File: src/rtl/dma_rc_pkg.sv
package dma_rc_pkg;

  localparam int CMD_W   = 2;
  localparam int STAT_W  = 2;
  localparam int PULSE_N = 5;

  localparam int PI_RELOAD = 0;
  localparam int PI_ADV    = 1;
  localparam int PI_FETCH  = 2;
  localparam int PI_DONE   = 3;
  localparam int PI_PAUSE  = 4;

  typedef logic [CMD_W-1:0] cmd_t;

  typedef enum logic [STAT_W-1:0] {
    CH_OFF  = 2'd0,
    CH_RUN  = 2'd1,
    CH_HOLD = 2'd2
  } ch_state_e;

  localparam cmd_t CMD_HALT = cmd_t'(1);
  localparam cmd_t CMD_STOP = cmd_t'(2);
  localparam logic [STAT_W-1:0] STAT_ERR = '1;

  function automatic logic [STAT_W-1:0] status_code(ch_state_e st, logic err);
    return err ? STAT_ERR : STAT_W'(st);
  endfunction

  function automatic logic ends_channel(logic reg_mode, cmd_t cmd);
    return reg_mode || (cmd == CMD_STOP);
  endfunction

  function automatic logic holds_channel(logic reg_mode, cmd_t cmd);
    return !reg_mode && (cmd == CMD_HALT);
  endfunction

endpackage

File: src/rtl/dma_rc_completion.sv
module dma_rc_completion
  import dma_rc_pkg::*;
(
  input  ch_state_e st_i,
  input  logic      err_i,
  input  logic      en_i,
  input  logic      fetch_err_i,
  input  logic      dsc_done_i,
  input  cmd_t      dsc_cmd_i,
  input  logic      reg_mode_i,
  output ch_state_e st_o,
  output logic      err_o,
  output logic      en_o,
  output logic      done_o,
  output logic      pause_o,
  output logic      adv_o,
  output logic      fetch_o
);

  logic running;
  assign running = (st_i == CH_RUN);

  always_comb begin
    st_o    = st_i;
    err_o   = err_i;
    en_o    = en_i;
    done_o  = 1'b0;
    pause_o = 1'b0;
    adv_o   = 1'b0;
    fetch_o = 1'b0;
    if (running && fetch_err_i) begin
      err_o = 1'b1;
      st_o  = CH_OFF;
    end else if (running && dsc_done_i) begin
      done_o = 1'b1;
      if (ends_channel(reg_mode_i, dsc_cmd_i)) begin
        en_o = 1'b0;
        st_o = CH_OFF;
      end else if (holds_channel(reg_mode_i, dsc_cmd_i)) begin
        st_o    = CH_HOLD;
        pause_o = 1'b1;
      end else begin
        adv_o   = 1'b1;
        fetch_o = 1'b1;
      end
    end
  end

endmodule

File: src/rtl/dma_rc_write_eval.sv
module dma_rc_write_eval
  import dma_rc_pkg::*;
(
  input  ch_state_e st_i,
  input  logic      err_i,
  input  logic      en_i,
  input  logic      cont_i,
  input  logic      wr_i,
  input  logic      wen_i,
  input  logic      wcont_i,
  input  logic      wstart_i,
  output ch_state_e st_o,
  output logic      err_o,
  output logic      en_o,
  output logic      cont_o,
  output logic      reload_o,
  output logic      adv_o,
  output logic      fetch_o
);

  logic resume_ev, start_ev, leave_ev;

  assign resume_ev = wr_i &&  wen_i && wcont_i && (st_i == CH_HOLD);
  assign start_ev  = wr_i &&  wen_i && (st_i == CH_OFF);
  assign leave_ev  = wr_i && !wen_i && wcont_i && (st_i == CH_HOLD);

  always_comb begin
    st_o     = st_i;
    err_o    = err_i;
    en_o     = en_i;
    cont_o   = cont_i;
    reload_o = 1'b0;
    adv_o    = 1'b0;
    fetch_o  = 1'b0;
    if (wr_i) begin
      en_o   = wen_i;
      cont_o = wcont_i;
      if (wen_i) err_o = 1'b0;
    end
    if (resume_ev) begin
      reload_o = wstart_i;
      adv_o    = !wstart_i;
      fetch_o  = 1'b1;
      cont_o   = 1'b0;
      st_o     = CH_RUN;
    end else if (start_ev) begin
      reload_o = 1'b1;
      fetch_o  = 1'b1;
      st_o     = CH_RUN;
    end else if (leave_ev) begin
      st_o = CH_OFF;
    end
  end

endmodule

File: src/rtl/dma_rc_pulse_reg.sv
module dma_rc_pulse_reg #(
  parameter int N = 5
) (
  input  logic         clk,
  input  logic         rst_n,
  input  logic [N-1:0] d_i,
  output logic [N-1:0] q_o
);

  for (genvar g = 0; g < N; g++) begin : g_bit
    always_ff @(posedge clk) begin
      if (!rst_n) q_o[g] <= 1'b0;
      else        q_o[g] <= d_i[g];
    end
  end

endmodule

File: src/rtl/dma_run_ctrl.sv
module dma_run_ctrl
  import dma_rc_pkg::*;
(
  input  logic             clk,
  input  logic             rst_n,
  input  logic             ctl_wr,
  input  logic             ctl_en,
  input  logic             ctl_cont,
  input  logic             ctl_cont_start,
  input  logic             fetch_err,
  input  logic             dsc_done,
  input  logic [CMD_W-1:0] dsc_cmd,
  input  logic             dsc_reg_mode,
  output logic [STAT_W-1:0] chan_status,
  output logic             en_bit,
  output logic             cont_bit,
  output logic             ptr_reload,
  output logic             ptr_advance,
  output logic             fetch_req,
  output logic             done_pulse,
  output logic             pause_pulse
);

  ch_state_e st_q, mid_st, nxt_st;
  logic      err_q, en_q, cont_q;
  logic      mid_err, mid_en;
  logic      nxt_err, nxt_en, nxt_cont;
  logic      cpl_done, cpl_pause, cpl_adv, cpl_fetch;
  logic      wr_reload, wr_adv, wr_fetch;
  logic [PULSE_N-1:0] pulse_d, pulse_q;

  dma_rc_completion u_cpl (
    .st_i(st_q), .err_i(err_q), .en_i(en_q),
    .fetch_err_i(fetch_err), .dsc_done_i(dsc_done),
    .dsc_cmd_i(dsc_cmd), .reg_mode_i(dsc_reg_mode),
    .st_o(mid_st), .err_o(mid_err), .en_o(mid_en),
    .done_o(cpl_done), .pause_o(cpl_pause),
    .adv_o(cpl_adv), .fetch_o(cpl_fetch)
  );

  dma_rc_write_eval u_wr (
    .st_i(mid_st), .err_i(mid_err), .en_i(mid_en), .cont_i(cont_q),
    .wr_i(ctl_wr), .wen_i(ctl_en), .wcont_i(ctl_cont),
    .wstart_i(ctl_cont_start),
    .st_o(nxt_st), .err_o(nxt_err), .en_o(nxt_en), .cont_o(nxt_cont),
    .reload_o(wr_reload), .adv_o(wr_adv), .fetch_o(wr_fetch)
  );

  always_comb begin
    pulse_d            = '0;
    pulse_d[PI_RELOAD] = wr_reload;
    pulse_d[PI_ADV]    = cpl_adv | wr_adv;
    pulse_d[PI_FETCH]  = cpl_fetch | wr_fetch;
    pulse_d[PI_DONE]   = cpl_done;
    pulse_d[PI_PAUSE]  = cpl_pause;
  end

  dma_rc_pulse_reg #(.N(PULSE_N)) u_pulse (
    .clk(clk), .rst_n(rst_n), .d_i(pulse_d), .q_o(pulse_q)
  );

  always_ff @(posedge clk) begin
    if (!rst_n) begin
      st_q   <= CH_OFF;
      err_q  <= 1'b0;
      en_q   <= 1'b0;
      cont_q <= 1'b0;
    end else begin
      st_q   <= nxt_st;
      err_q  <= nxt_err;
      en_q   <= nxt_en;
      cont_q <= nxt_cont;
    end
  end

  assign chan_status = status_code(st_q, err_q);
  assign en_bit      = en_q;
  assign cont_bit    = cont_q;
  assign ptr_reload  = pulse_q[PI_RELOAD];
  assign ptr_advance = pulse_q[PI_ADV];
  assign fetch_req   = pulse_q[PI_FETCH];
  assign done_pulse  = pulse_q[PI_DONE];
  assign pause_pulse = pulse_q[PI_PAUSE];

  assert_err_status_R2: assert property (@(posedge clk) disable iff (!rst_n)
    (st_q == CH_RUN && fetch_err && !(ctl_wr && ctl_en)) |=> (chan_status == STAT_ERR));

  assert_resume_R4: assert property (@(posedge clk) disable iff (!rst_n)
    (st_q == CH_HOLD && ctl_wr && ctl_en && ctl_cont)
      |=> (!cont_bit && chan_status == STAT_W'(1) && fetch_req));

  assert_err_clear_R6: assert property (@(posedge clk) disable iff (!rst_n)
    (ctl_wr && ctl_en) |=> (chan_status != STAT_ERR));

  assert_done_R7: assert property (@(posedge clk) disable iff (!rst_n)
    (st_q == CH_RUN && dsc_done && !fetch_err) |=> done_pulse);

  assert_stop_R8: assert property (@(posedge clk) disable iff (!rst_n)
    (st_q == CH_RUN && dsc_done && !fetch_err && !ctl_wr &&
     (dsc_reg_mode || dsc_cmd == CMD_STOP))
      |=> (chan_status == STAT_W'(0) && !en_bit));

  assert_ptr_excl_R12: assert property (@(posedge clk) disable iff (!rst_n)
    !(ptr_reload && ptr_advance));

  assert_fetch_src_R12: assert property (@(posedge clk) disable iff (!rst_n)
    fetch_req |-> (ptr_reload || ptr_advance));

endmodule

File: config.mk
export PLATFORM = sky130hd
export DESIGN_NAME = dma_run_ctrl
export DESIGN_NICKNAME = d
export VERILOG_FILES = /design/src/rtl/dma_rc_pkg.sv /design/src/rtl/dma_rc_completion.sv /design/src/rtl/dma_rc_write_eval.sv /design/src/rtl/dma_rc_pulse_reg.sv /design/src/rtl/dma_run_ctrl.sv
export SDC_FILE = /design/constraint.sdc
export NUM_CORES = 1
export LEC_CHECK = 0
export CAP_MARGIN = 10
export CORE_MARGIN = 3
export CORE_UTILIZATION = 29
export CTS_BUF_LIST = sky130_fd_sc_hd__clkbuf_2
export DETAILED_ROUTE_END_ITERATION = 12
export SLEW_MARGIN = 20
export SYNTH_ARGS = -nofsm -noshare
export SYNTH_HDL_FRONTEND = slang
export SYNTH_SLANG_ARGS = --single-unit
export TNS_END_PERCENT = 50
File: constraint.sdc
create_clock -name clk -period 2.2 [get_ports clk]
set_input_delay 0.44 -clock clk [delete_from_list [all_inputs] [get_ports clk]]
set_output_delay 0.44 -clock clk [all_outputs]
set_load 0.02 [all_outputs]
==> results.json <==
{
  "status": "completed",
  "insertedDiodeCount": 0,
  "synth_nets": 64,
  "cap_viol_max_count": 0,
  "regToRegSetupSlack_ns": 1.00,
  "reg2regPathDepth": 4,
  "drive_above_1_share_pct": 11.8,
  "grt_max_degree": 8,
  "cts_root_buffer": "clkbuf_2",
  "worstMarginPinSlew_ns": 0.286,
  "syn2layout_area_growth_pct": 48.0,
  "post_drt_wl_per_cell_microns": 11.7,
  "finalCriticalPeriod_ns": 1.90,
  "max_freq_mhz": 526,
  "synth_cell_types": 27,
  "fin_skew_ns": 0.00441,
  "hpwl_microns": 841,
  "ys_warn_count": 0,
  "insertion_delay_ns": 0.25,
  "rsz0062_at_grt": "false",
  "antenna_found_initial": 0,
  "vias": 461,
  "postCtsResizedCells": 0,
  "ioPinCount": 20,
  "synthesis.area_sq_um": 474,
  "die_x_microns": 46.4,
  "hold_depth": 2,
  "setup_violations": 0,
  "first_iter_violations": 9,
  "placementRows": 13,
  "period_share_pct": 86.5,
  "critPathKind": "reg2out",
  "design_area_sq_um": 702,
  "synthFlopType": "dfxtp_1",
  "cp-end-kind": "output pin",
  "final_cell_mix": "19 x clkdlybuf4s50_1, 10 x dfxtp_1, 7 x nand2_1",
  "report.final.slew_viol_count": 0,
  "crit_start": "st_q[1]",
  "grtUsageTotal_pct": 13.6,
  "synthArstFlopShare_pct": 0,
  "cts.clk_slew.worst_paths_ns": 0.10,
  "cp_num_cells": 2,
  "path_cells": "or2_2, clkdlybuf4s50_1",
  "grt_pass1_wl_mm": 2.04,
  "holdBufCountCts": 0,
  "rr_startpoint": "st_q[0]",
  "required_ns": 1.76,
  "grt-ovfl-total": 0,
  "fin_tns_setup_ns": 0,
  "core_area_sq_um": 1420,
  "hold_violations": 0,
  "placed_cell_area_sq_um": 683,
  "drc": 0,
  "drtPass1Iterations": 4,
  "die_h_microns": 46.4,
  "start_util_pct": 33.5,
  "worstHoldStart": "en_bit",
  "slowest_delay_ns": 0.54,
  "layout_commonest_cell": "clkdlybuf4s50_1",
  "nFillCells": 135,
  "wl_mm": 1.07,
  "finalWeightedCongestion": 0.854,
  "cts_buffers": 3,
  "io_buffer_count": 19,
  "hp-class": "reg2reg",
  "hold_slack_ns": 0.495,
  "start_kind": "flip-flop",
  "num-nets-final": 88,
  "ir_worst_vdd_mv": 0.268,
  "cp_top_family": "buffers and inverters",
  "crit_slowest_cell": "clkdlybuf4s50_1",
  "avgSynthCellArea_sq_um": 8.95,
  "synth_edf_count": 0,
  "fin_ws_ns": 0.298,
  "path_buf_inv": 1,
  "syn_inst": 53,
  "powerDensity_nw_per_um2": 520,
  "crit_fanout": 6,
  "ys_seq_area_share_pct": 42.2,
  "clock-sinks": 10,
  "cts_max_path_buffers": 2,
  "grt_pass1_vias": 480,
  "cts_tree": "done",
  "cts-htree-levels": 1,
  "slew_headroom_pct": 80.8,
  "post-cts-setup-buffers": 0,
  "vias_per_cell": 5.07,
  "die_area_sq_um": 2160,
  "yosys_register_bits": 10,
  "critPathArrivalTime_ns": 1.46,
  "dp_slack_ns": 0.375,
  "antenna_left": 0,
  "power.leakage_nw": 0.301
}
## per-layer routing
layer | vias to the layer above | share of wire, % | GRT usage, %
li1 | 239 | - | -
met1 | 204 | 48 | 18.1
met2 | 16 | 43 | 19.5
met3 | 2 | 7.9 | 5.08
met4 | 0 | 1.3 | 5.11
met5 | - | 0 | 0
## worst min-delay path: stages (launching register included)
cell and delay, ns:
dfxtp_1 0.32, nand3b_1 0.08, a21oi_1 0.06
## power breakdown
| part | switching, mW | internal [mW] |
|---|---|---|
| clock network | 0.0624 | 0.0395 |
| logic | 0.0333 | 0.0394 |
| registers | 0.00335 | 0.187 |
## synth_stat cells (2+ instances only)
cell type	instances	area share [%]
dfxtp_1	10	42
nand2_1	7	5.5
nor2_1	5	4.0
inv_1	4	3.2
a21o_1	2	3.2
a21oi_1	2	2.1
a31oi_1	2	2.6
or2_2	2	2.6
## logic make-up (layout without fill, tap and decap cells)
group	Yosys count	in the layout	share of synthesized area [%]
compound gates	16	16	26.9
xor+xnor	1	1	1.85
buf+inv	4	27	3.17
flops	10	10	42.2
simple gates	22	22	25.9
## path summary, 6_finish.rpt
kind | to
worst min register to register | en_bit
worst max register to register | u_pulse.q_o[2]
worst min-delay path | en_bit
worst max-delay path | chan_status[1]
## layout make-up
cell class / instances / area, sq um / area share (%)
flip-flops and latches: 10 / 200 / 28.5
repair buffers: 19 / 190 / 27.1
inverters: 4 / 15.0 / 2.14
well taps: 15 / 18.8 / 2.67
clock buffers: 3 / 15.0 / 2.14
clock inverters: 1 / 3.75 / 0.535
multi-input cells: 39 / 259 / 36.9
## stage by stage
step                util (%)  instances  power (mW)
floorplan                  -         53       0.227
global placement        48.3         87       0.268
detailed placement      48.3         87       0.267
CTS                     49.6         91       0.372
global route            49.6         91       0.391
finish                  49.6         91       0.365
## flip-flops by register name, indices dropped and copies added (netlist names)
register / count
u_pulse.q_o: 5
st_q: 2
cont_bit: 1
en_bit: 1
err_q: 1
Note: power is estimated with default switching activity, not from simulation.
